## config.mk

```make
export PLATFORM = sky130hd
export DESIGN_NAME = mac_round_unit
export DESIGN_NICKNAME = d
export VERILOG_FILES = /design/src/rtl/mac_rnd_pkg.sv /design/src/rtl/mac_rne_trim.sv /design/src/rtl/mac_prod_path.sv /design/src/rtl/mac_store_path.sv /design/src/rtl/mac_round_unit.sv
export SDC_FILE = /design/constraint.sdc
export NUM_CORES = 1
export LEC_CHECK = 0
export CAP_MARGIN = 20
export CORE_MARGIN = 2
export CORE_UTILIZATION = 40
export CTS_CLUSTER_DIAMETER = 80
export CTS_CLUSTER_SIZE = 40
export DETAILED_ROUTE_END_ITERATION = 10
export MAX_ROUTING_LAYER = met4
export PLACE_DENSITY_LB_ADDON = 0.05
export SLEW_MARGIN = 25
export SYNTH_ARGS = -nofsm -noshare
export SYNTH_HDL_FRONTEND = slang
export SYNTH_SLANG_ARGS = --single-unit
```

## constraint.sdc

```tcl
create_clock -name clk -period 2.35 [get_ports clk]
set_clock_uncertainty 0.1 [all_clocks]
set_input_delay 0.47 -clock clk [delete_from_list [all_inputs] [get_ports clk]]
set_output_delay 0.47 -clock clk [all_outputs]
set_load 0.02 [all_outputs]
```

## src/rtl/mac_rnd_pkg.sv

```systemverilog
// Package: shared mode type for the MAC rounding unit.
// Assumes: the three mode inputs are static for the cycle they are sampled.
package mac_rnd_pkg;
    typedef struct packed {
        logic narrow;   // unsigned (integer) or 16-bit store (fractional)
        logic frac;     // fractional data
        logic round;    // round the product instead of truncating it
    } rnd_mode_t;
endpackage

```

## src/rtl/mac_rne_trim.sv

```systemverilog
// Module: mac_rne_trim
// Drops DROP_W low bits of a signed value and optionally rounds half-to-even.
// A round-up from the most positive kept code holds that code (clamp).
// Assumes: DROP_W >= 1 and IN_W > DROP_W.
module mac_rne_trim #(
    parameter int IN_W   = 40,
    parameter int DROP_W = 8,
    localparam int KEEP_W = IN_W - DROP_W
) (
    input  logic [IN_W-1:0]   din,
    input  logic              rnd_en,
    output logic [KEEP_W-1:0] dout
);
    localparam logic [DROP_W-1:0] HALF    = DROP_W'(1) << (DROP_W - 1);
    localparam logic [KEEP_W-1:0] MAX_POS = {1'b0, {(KEEP_W-1){1'b1}}};

    logic [KEEP_W-1:0] keep_f;
    logic [DROP_W-1:0] lost_f;
    logic              bump;

    assign keep_f = din[IN_W-1:DROP_W];
    assign lost_f = din[DROP_W-1:0];

    // Decide the increment from the discarded bits and apply it with clamping.
    always_comb begin
        bump = rnd_en && ((lost_f > HALF) || ((lost_f == HALF) && keep_f[0]));
        if (bump && (keep_f != MAX_POS))
            dout = keep_f + KEEP_W'(1);
        else
            dout = keep_f;
    end
endmodule

```

## src/rtl/mac_prod_path.sv

```systemverilog
// Module: mac_prod_path
// Reduces a full-width signed product to its upper KEEP_W bits.
// Rounds only in fractional mode with the round bit set.
// Assumes: the product is a two's complement value of PROD_W bits.
module mac_prod_path
    import mac_rnd_pkg::*;
#(
    parameter int PROD_W = 64,
    parameter int KEEP_W = 40
) (
    input  rnd_mode_t         mode,
    input  logic [PROD_W-1:0] prod,
    output logic [KEEP_W-1:0] res
);
    logic rnd_en;

    // Round only for fractional data with rounding requested.
    assign rnd_en = mode.frac & mode.round;

    mac_rne_trim #(.IN_W(PROD_W), .DROP_W(PROD_W - KEEP_W)) u_trim (
        .din    (prod),
        .rnd_en (rnd_en),
        .dout   (res)
    );
endmodule

```

## src/rtl/mac_store_path.sv

```systemverilog
// Module: mac_store_path
// Forms the register-write value from an accumulator of ACC_W bits.
// The accumulator holds GUARD_W extension bits over a value of VAL_W bits.
// Fractional mode keeps a WIDE_W or NARROW_W field from the top of the value,
// then rounds or truncates it and saturates it.
// Integer mode passes the low WIDE_W bits.
// Assumes: NARROW_W < WIDE_W < VAL_W.
module mac_store_path
    import mac_rnd_pkg::*;
#(
    parameter int ACC_W    = 48,
    parameter int GUARD_W  = 8,
    parameter int WIDE_W   = 32,
    parameter int NARROW_W = 16
) (
    input  rnd_mode_t         mode,
    input  logic [ACC_W-1:0]  acc,
    output logic [WIDE_W-1:0] res
);
    localparam int VAL_W  = ACC_W - GUARD_W;
    localparam int PAD_W  = WIDE_W - NARROW_W;
    localparam logic [WIDE_W-1:0] WIDE_POS   = {1'b0, {(WIDE_W-1){1'b1}}};
    localparam logic [WIDE_W-1:0] WIDE_NEG   = {1'b1, {(WIDE_W-1){1'b0}}};
    localparam logic [WIDE_W-1:0] NARROW_POS = {{(PAD_W+1){1'b0}}, {(NARROW_W-1){1'b1}}};
    localparam logic [WIDE_W-1:0] NARROW_NEG = {{(PAD_W+1){1'b1}}, {(NARROW_W-1){1'b0}}};

    logic [WIDE_W-1:0]   wide_f;
    logic [NARROW_W-1:0] narrow_f;
    logic                ext_ok;
    logic                acc_neg;

    mac_rne_trim #(.IN_W(VAL_W), .DROP_W(VAL_W - WIDE_W)) u_wide (
        .din    (acc[VAL_W-1:0]),
        .rnd_en (mode.round),
        .dout   (wide_f)
    );

    mac_rne_trim #(.IN_W(VAL_W), .DROP_W(VAL_W - NARROW_W)) u_narrow (
        .din    (acc[VAL_W-1:0]),
        .rnd_en (1'b1),
        .dout   (narrow_f)
    );

    // Extension bits must replicate the sign of the kept value.
    assign ext_ok  = (acc[ACC_W-1:VAL_W] == {GUARD_W{acc[VAL_W-1]}});
    assign acc_neg = acc[ACC_W-1];

    // Select the pass-through, saturated or rounded result.
    always_comb begin
        if (!mode.frac)
            res = acc[WIDE_W-1:0];
        else if (mode.narrow) begin
            if (!ext_ok)
                res = acc_neg ? NARROW_NEG : NARROW_POS;
            else
                res = {{PAD_W{narrow_f[NARROW_W-1]}}, narrow_f};
        end else begin
            if (!ext_ok)
                res = acc_neg ? WIDE_NEG : WIDE_POS;
            else
                res = wide_f;
        end
    end
endmodule

```

## src/rtl/mac_round_unit.sv

```systemverilog
// Module: mac_round_unit (top)
// Product and store rounding paths of a fixed-point MAC datapath.
// OUT_REG=1 adds one output register stage; OUT_REG=0 leaves the block combinational.
// Assumes: synchronous active-low reset; inputs are stable around the rising edge.
module mac_round_unit
    import mac_rnd_pkg::*;
#(
    parameter int OP_W     = 32,
    parameter int KEEP_W   = 40,
    parameter int GUARD_W  = 8,
    parameter int NARROW_W = 16,
    parameter bit OUT_REG  = 1'b1,
    localparam int PROD_W  = 2 * OP_W,
    localparam int ACC_W   = KEEP_W + GUARD_W
) (
    input  logic              clk,
    input  logic              rst_n,
    input  logic              md_narrow,
    input  logic              md_frac,
    input  logic              md_round,
    input  logic [PROD_W-1:0] prod_in,
    input  logic [ACC_W-1:0]  acc_in,
    output logic [KEEP_W-1:0] prod_out,
    output logic [OP_W-1:0]   store_out
);
    localparam int PDROP_W = PROD_W - KEEP_W;
    localparam logic [PDROP_W-1:0] PHALF   = PDROP_W'(1) << (PDROP_W - 1);
    localparam logic [KEEP_W-1:0]  KMAX    = {1'b0, {(KEEP_W-1){1'b1}}};
    localparam logic [OP_W-1:0]    WMAX    = {1'b0, {(OP_W-1){1'b1}}};

    rnd_mode_t         mode;
    logic [KEEP_W-1:0] prod_c;
    logic [OP_W-1:0]   store_c;

    assign mode = '{narrow: md_narrow, frac: md_frac, round: md_round};

    mac_prod_path #(.PROD_W(PROD_W), .KEEP_W(KEEP_W)) u_prod (
        .mode (mode),
        .prod (prod_in),
        .res  (prod_c)
    );

    mac_store_path #(.ACC_W(ACC_W), .GUARD_W(GUARD_W), .WIDE_W(OP_W),
                     .NARROW_W(NARROW_W)) u_store (
        .mode (mode),
        .acc  (acc_in),
        .res  (store_c)
    );

    generate
        if (OUT_REG) begin : g_reg
            // Register both results; reset clears them.
            always_ff @(posedge clk) begin
                if (!rst_n) begin
                    prod_out  <= '0;
                    store_out <= '0;
                end else begin
                    prod_out  <= prod_c;
                    store_out <= store_c;
                end
            end
        end else begin : g_comb
            assign prod_out  = prod_c;
            assign store_out = store_c;
        end
    endgenerate


    int_pass_chk: assert property (@(posedge clk) disable iff (!rst_n)
        !md_frac |-> (store_c == acc_in[OP_W-1:0]) && (prod_c == prod_in[PROD_W-1:PDROP_W]));


    trunc_prod_chk: assert property (@(posedge clk) disable iff (!rst_n)
        (md_frac && !md_round) |-> prod_c == prod_in[PROD_W-1:PDROP_W]);


    tie_even_chk: assert property (@(posedge clk) disable iff (!rst_n)
        (md_frac && md_round && prod_in[PDROP_W-1:0] == PHALF
         && prod_in[PROD_W-1:PDROP_W] != KMAX) |-> !prod_c[0]);


    one_step_chk: assert property (@(posedge clk) disable iff (!rst_n)
        (md_frac && md_round) |-> (prod_c == prod_in[PROD_W-1:PDROP_W])
            || (prod_c == prod_in[PROD_W-1:PDROP_W] + KEEP_W'(1)));


    narrow_ext_chk: assert property (@(posedge clk) disable iff (!rst_n)
        (md_frac && md_narrow) |-> store_c[OP_W-1:NARROW_W-1] == {(OP_W-NARROW_W+1){store_c[NARROW_W-1]}});


    pos_sat_chk: assert property (@(posedge clk) disable iff (!rst_n)
        (md_frac && !md_narrow && !acc_in[ACC_W-1] && acc_in[ACC_W-1:KEEP_W-1] != '0)
            |-> store_c == WMAX);
endmodule

```

# Yosys cells after proc, flatten, opt, wreduce, memory -nomap -nowiden
# Cells that the tools add are included.
# classes
bitwise,1
n_eq_ne,7
mux,9
order_cmp,3
reduce_logical,11
add_sub_neg,3
# ops
cell,count
two-way mux 32 bit,7
"equality test 24 bit, second input constant",2
"greater-than comparator 24 bit, second input constant",2
"adder 40 x 1 -> 40 bit, second input constant",1
two-way mux 40 bit,1
"inequality test 40 x 39 -> 1 bit, second input constant",1
"adder 32 x 1 -> 32 bit, second input constant",1
"inequality test 32 x 31 -> 1 bit, second input constant",1
"adder 16 x 1 -> 16 bit, second input constant",1
two-way mux 16 bit,1
"inequality test 16 x 15 -> 1 bit, second input constant",1
equality test 8 bit,1
"equality test 8 bit, second input constant",1
"greater-than comparator 8 bit, second input constant",1
logical AND 1 bit,8
logical OR 1 bit,3
AND 1 bit,1
# word_totals
regBits,72
elab_cells,36
output_inout_bits,72

# Logic depth before layout (Yosys ltp)
# Gate-level depths: netlist of run 1.
# logic_depth
word_depth,9
ltp_mapped,8
ltp_nobuf,7

# Cells and area by module
# Synthesis of run 1 repeated with hierarchy kept, for this count alone.
# unflattened
hier_cells,597
area_unflattened_um2,5111.2
# by_module_without_submodules
module,cells_each,instances,area_each_um2,seq_area_each_um2
mac_round_unit,151,1,2016.9,1441.4
mac_rne_trim (u_prod.u_trim),147,1,1031.0,0.0
mac_store_path,117,1,834.6,0.0
mac_rne_trim (u_store.u_wide),126,1,822.0,0.0
mac_rne_trim (u_store.u_narrow),55,1,400.4,0.0
mac_prod_path,1,1,6.3,0.0

# Least setup slack after synthesis of run 1
# No wires, ideal clock.
# synth_path
path_kind,input -> register
from,input acc_in[11]
to,register store_out[24]
arrival_ns,2.172
slack_ns,-0.053
cell_stages,7
path_buffers,1
cell_sequence,buf_2 > nand4_1 > or3_4 > or4b_1 > o21a_1 > o31ai_1 > a21oi_1
# synth_via
elab_chain_len,8
# synth_rtl
element,line,source
from (decl),mac_round_unit.sv:22,"input logic [ACC_W-1:0] acc_in,"
"parallel branches: the longest is 6 deep, another holds adder 32 x 1 -> 32 bit",--,
two-way mux 32 bit (*),mac_store_path.sv:52,else if (mode.narrow) begin
two-way mux 32 bit (*),mac_store_path.sv:50,if (!mode.frac)
to (signal assigned),mac_round_unit.sv:59,store_out <= store_c;
to (decl),mac_round_unit.sv:24,output logic [OP_W-1:0] store_out
# Every way passes the cells marked *.
# A chain may end at the register's enable or synchronous reset.

# Final worst setup path of run 1
# layout_path
from,input prod_in[23]
to,register prod_out[35]
# layout_via
elab_chain_len,6
# layout_rtl
element,line,source
from (decl),mac_round_unit.sv:21,"input logic [PROD_W-1:0] prod_in,"
"parallel branches: the longest is 2 deep, another holds greater-than comparator 24 bit",--,
logical OR 1 bit (*),mac_rne_trim.sv:26,bump = rnd_en && ((lost_f > HALF) || ((lost_f == HALF) && keep_f[0]));
logical AND 1 bit (*),mac_rne_trim.sv:26,
logical AND 1 bit (*),mac_rne_trim.sv:27,if (bump && (keep_f != MAX_POS))
two-way mux 40 bit (*),mac_rne_trim.sv:27,
to (signal assigned),mac_round_unit.sv:58,prod_out <= prod_c;
to (decl),mac_round_unit.sv:23,"output logic [KEEP_W-1:0] prod_out,"
# Marked as above.

==> out/results.tsv, run 1 <==
metric	value	unit
async_reset_ff_frac	0	
slew_headroom	0.605	
io_pins	189	
antenna_cells	0	
crit_top_cell	buf_4	
ys_ff_latch	72	
setup_tns	-436	ps
clk_path_buf_depth	2	
wl_per_cell	22.7	um
cp_data_arrival_time	2620	ps
fin_util	0.793	
die_w	115	um
die_area	13100	um^2
violations	negative setup slack	
cts_buffers	9	
grt-ovfl-total	0	
drc_errors	0	
worst_slew_pin_slew	578	ps
dpl_cell_area	8470	um^2
wl	27100	um
path_cells	clkdlybuf4s50_1 -> and3_4 -> buf_6 -> nand4_1 -> a2111o_1 -> buf_4 -> buf_4 -> o21ai_0 -> a21oi_1	
core_area	12000	um^2
layoutNonFillerInstCount	1193	
internal-power	2.64	mW
portBuffers	188	
setup_slack	-153	ps
crit_family	compound AO/OA/AOI/OAI gates	
maxCapViolCount	0	
holdPathStages	3	
power_frac_clock	0.350	
synth_fp_nets	755	
placementRows	40	
cts-root-buf	clkbuf_16	
finalNetCount	1164	
synth_edf_count	0	
crit_fanout	4	
layout_common_cells	236 x buf_4, 123 x clkdlybuf4s50_1, 72 x dfxtp_1	
clk_pin_slew	60	ps
required	2470	ps
finalCritPeriodShare	1.07	
grt_pass1_wl	38000	um
end_kind	flip-flop	
drive_above_1_share	0.350	
placedCellCount	1147	
synth-seq-area-share	0.295	
critPathLaunchType	input port	
vdd_ir_drop_max	368	uV
power	3.83	mW
grt_usage	0.393	
critical_path_buf_inv_count	4	
period_needed	2500	ps
drt_iter0_drc	826	
pwr-share-comb	0.304	
slowest_stage	clkdlybuf4s50_1	
synth.distinct_cells	64	
status	finished with violations	
pwr-share-seq	0.347	
synth_warnings	0	
hold-path-endpoint	prod_out[33]	
dpl.hpwl	18300	um
critPathKind	in2reg	
power.switching	1.18	mW
synth_top_flop_cell	dfxtp_1	
numClockSinks	72	
synthesis.area	4890	um^2
power_density	404	nW/um^2
grt_max_degree	36	
fmax	0.399	GHz
start_util	0.409	
setup-violations-final	12	
hold_viol	0	
via_count	7346	
synthCells	634	
critical-path-max-stage-delay	500	ps
cts_tree	yes	
hold_start	prod_in[57]	
drtPass1Iterations	5	
antenna_found_initial	0	
hp-class	in2reg	
dieHeight	115	um
antenna_left	0	
nFillCells	765	
swShare	0.310	
final_common_cell	buf_4	
cts_hold_buf	0	
place_congestion	1.01	
avgViaCountPerCell	6.16	
htreeDepth	3	
first_global_vias	7039	
slew_violations	0	
area_growth	93.8	%
power_leakage	3.99	nW
postLayoutCellArea	9480	um^2
avgSynthCellArea	7.72	um^2
grt_setup_unrepaired	yes	
per-stage QoR:
step,setup WS [ps],hold WS (ps)
after floorplan,-23.2,509
after global placement,-655,981
after detailed placement,-696,993
after CTS,0.0326,504
after global routing,-184,382
final,-153,359
power by group through the flow:
stage / clock network (mW) / logic, mW / registers, mW
finish: 1.34 / 1.16 / 1.33
global route: 1.38 / 1.21 / 1.33
CTS: 1.32 / 1.10 / 1.32
detailed placement: 0 / 1.07 / 1.35
global placement: 0 / 1.05 / 1.35
floorplan: 0 / 0.268 / 1.45
how the worst max path moves through the flow:
stage | from | end | slack [ps] | depth (start not counted)
global placement | acc_in[43] | store_out[19] | -660 | 9
floorplan | acc_in[11] | store_out[24] | -20 | 7
finish | prod_in[23] | prod_out[35] | -150 | 9
detailed placement | acc_in[43] | store_out[30] | -700 | 9
CTS | prod_in[29] | prod_out[20] | 0.03 | 8
global route | prod_in[23] | prod_out[35] | -180 | 9
sequential cells by signal, indices dropped and copies added, names as in the netlist:
signal / flops
prod_out: 40
store_out: 32
routing by layer:
metal	routed length, um	global-route usage	vias to the layer above
li1	-	-	3217
met1	9950	0.442	3470
met2	13200	0.673	523
met3	2250	0.0678	136
met4	1620	0.194	0
met5	0	-	-
tightest hold or removal path, stage by stage:
cell and delay [ps]:
dlymetal6s2s_1 140, nand2_1 80, mux2i_1 60
kinds of logic after synthesis:
family          Yosys count  share of synthesized area
flops                    72                      0.295
xor+xnor                 41                     0.0734
simple gates            295                      0.332
compound gates          150                      0.206
buf+inv                  54                     0.0476
mux                      18                     0.0368
fa+ha+maj                 4                     0.0102
layout make-up:
class	instances	area (um^2)	area share
sequential	72	1440	0.152
inverter	14	52.6	0.00554
tap	147	184	0.0194
timing repair buffer	437	3810	0.401
multi-input combinational	509	3720	0.393
clock buffer	12	256	0.0271
clock inverter	2	16.3	0.00172
synthesized netlist by cell type (all sizes together) (2+ instances only):
cell,instances,share of area
dfxtp,72,0.29
nand2,58,0.044
nor2,54,0.043
o21ai,43,0.045
nand4,37,0.047
xnor2,33,0.059
a21oi,30,0.031
nor4,27,0.037
nand3,26,0.027
nor3,24,0.027
clkbuf,22,0.017
buf,18,0.020
mux2i,18,0.037
a211oi,14,0.021
inv,14,0.011
nand2b,14,0.018
and4,10,0.018
or3,10,0.014
or4,9,0.016
a31oi,8,0.012
o21a,8,0.012
xor2,8,0.014
a2111oi,7,0.013
and3,7,0.0089
o211ai,6,0.0092
o31ai,6,0.010
ha,4,0.010
nand4b,4,0.0072
o31a,4,0.0072
a221oi,3,0.0054
nor3b,3,0.0056
nor4b,3,0.0054
o22ai,3,0.0038
o311ai,3,0.0069
or2,3,0.0038
a21o,2,0.0031
and2,2,0.0026
o2111ai,2,0.0049
o211a,2,0.0041
o21bai,2,0.0031
or4b,2,0.0041
repair_timing:
action	CTS	global route
buffers inserted	15	15
pin swaps	31	49
gates resized for setup	98	111
setup endpoints to repair	58	66
cloned	1	1
(Power assumes the default switching activity.)
==> run 2, diff against run 1 <==
--- a/config.mk
+++ b/config.mk
@@ -7,10 +7,11 @@
 export LEC_CHECK = 0
 export CAP_MARGIN = 20
 export CORE_MARGIN = 2
-export CORE_UTILIZATION = 40
+export CORE_UTILIZATION = 50
 export CTS_CLUSTER_DIAMETER = 80
 export CTS_CLUSTER_SIZE = 40
 export DETAILED_ROUTE_END_ITERATION = 10
+export DONT_BUFFER_PORTS = 1
 export MAX_ROUTING_LAYER = met4
 export PLACE_DENSITY_LB_ADDON = 0.05
 export SLEW_MARGIN = 25
==> run 2 against run 1 <==
  * The flow now finishes without violations
  * Combinational power is 70% lower
  * Routed wire length is 30% lower
  * Hold slack worse by 260 ps
  * Highest routed layer unchanged
  * Largest cell class is now multi-input gates
  * Die area is 19% lower
==> out/results.tsv, run 2 (synthesized netlist as in run 1, its figures left out) <==
metric	value	unit
status	completed	
crit_fanout	6	
layout_common_cells	72 x buf_4, 72 x dfxtp_1, 58 x nand2_1	
layoutNonFillerInstCount	815	
seq_area	1440	um^2
hold_start	md_frac	
hold-path-endpoint	store_out[8]	
critical-path-max-stage-delay	600	ps
die_area	10600	um^2
io_pins	189	
slew_headroom	0.448	
vdd_ir_drop_max	225	uV
clk_pin_slew	80	ps
required	2530	ps
antenna_found_initial	0	
drc_errors	0	
nFillCells	923	
multi_input_area	3250	um^2
crit_start	acc_in[16]	
crit_family	simple AND/OR/NAND/NOR gates	
dpl_cell_area	5470	um^2
start_util	0.508	
antenna_cells	0	
setup-violations-final	0	
portBuffers	0	
antenna_left	0	
whs	103	ps
cts_hold_buf	0	
clk_path_buf_depth	2	
end_kind	flip-flop	
numClockSinks	72	
via_count	5488	
drt_iter0_drc	507	
place_congestion	0.973	
largest-register	prod_out	
hold_viol	0	
holdPathStages	1	
die_w	103	um
top_regs	prod_out: 40 flops, store_out: 32 flops	
critical_path_buf_inv_count	2	
critPathLaunchType	input port	
cts_setup_buffers	0	
first_global_vias	5117	
dpl.hpwl	14700	um
drtPass1Iterations	6	
cp_data_arrival_time	2370	ps
critPathKind	in2reg	
hp-class	in2reg	
cts_tree	yes	
area_growth	16.2	%
grt-ovfl-total	0	
grt_max_degree	51	
crit_top_cell	buf_4	
grt_setup_unrepaired	no	
placementRows	36	
grt_usage	0.363	
postLayoutCellArea	5690	um^2
slew_violations	0	
core_area	9640	um^2
path_cells	nand4_1 -> buf_4 -> nor4_1 -> buf_4 -> a21oi_1 -> xnor2_1 -> o31a_1 -> o22ai_1	
worst_slew_pin_slew	819	ps
avgViaCountPerCell	6.73	
maxCapViolCount	0	
wl_per_cell	23.3	um
finalCritPeriodShare	0.932	
power_leakage	2.02	nW
cts-resized-gates	0	
finalNetCount	799	
wl	19000	um
fmax	0.456	GHz
grt_pass1_wl	28000	um
dieHeight	103	um
period_needed	2190	ps
power_density	513	nW/um^2
cts_buffers	9	
largest_reg_flops	40	
slowest_stage	nor4_1	
htreeDepth	3	
drive_above_1_share	0.164	
cts-root-buf	clkbuf_8	
placedCellCount	800	
[run 2: changes by cell type in the layout (fill, tap and decap cells not counted), sizes merged, moves of 2 or more]
| cell | delta |
|---|---|
| clkdlybuf4s50 | -123 |
| clkdlybuf4s15 | -5 |
| clkbuf | -14 |
| dlymetal6s2s | -30 |
| buf | -177 |
| dlygate4sd2 | -17 |
| bufinv | +2 |
[run 2: how the worst max path moves through the flow]
stage	cells past startpoint	endpoint	slack [ps]
after global routing	8	store_out[0]	100
after floorplan	7	store_out[24]	-20
after global placement	8	store_out[1]	-190
after detailed placement	6	store_out[6]	-130
final	8	store_out[0]	160
after CTS	8	store_out[0]	200
[run 2: where the power goes]
part	leakage [nW]	internal [mW]	switching (mW)
clock	0.108	0.621	0.520
combinational	1.31	0.157	0.188
sequential	0.601	1.30	0.132
total	2.02	2.08	0.840
[run 2: area by class of cell]
cell class,count,area share
multi-input combinational,508,0.571
sequential,72,0.253
timing repair buffer,73,0.0986
tap,133,0.0293
clock buffer,10,0.0242
clock inverter,5,0.0143
inverter,14,0.00924
[run 2: per-stage QoR]
| stage | power (mW) | utilization | TNS, ps | setup slack, ps |
|---|---|---|---|---|
| 6_report | 2.92 | 0.590 | 0 | 159 |
| 5_1_grt | 3.00 | 0.590 | 0 | 99.3 |
| 4_1_cts | 2.91 | 0.590 | 0 | 201 |
| 3_5_place_dp | 1.80 | 0.567 | -762 | -130 |
| 3_3_place_gp | 1.79 | 0.567 | -1070 | -195 |
| 2_1_floorplan | 1.71 | - | -24.0 | -23.2 |
[run 2: per-layer routing]
| layer | vias up | track usage | routed length (um) |
|---|---|---|---|
| li1 | 2481 | - | - |
| met2 | 370 | 0.589 | 9040 |
| met4 | 0 | 0.178 | 938 |
| met5 | - | - | 0 |
| met1 | 2569 | 0.420 | 6980 |
| met3 | 68 | 0.0847 | 2050 |
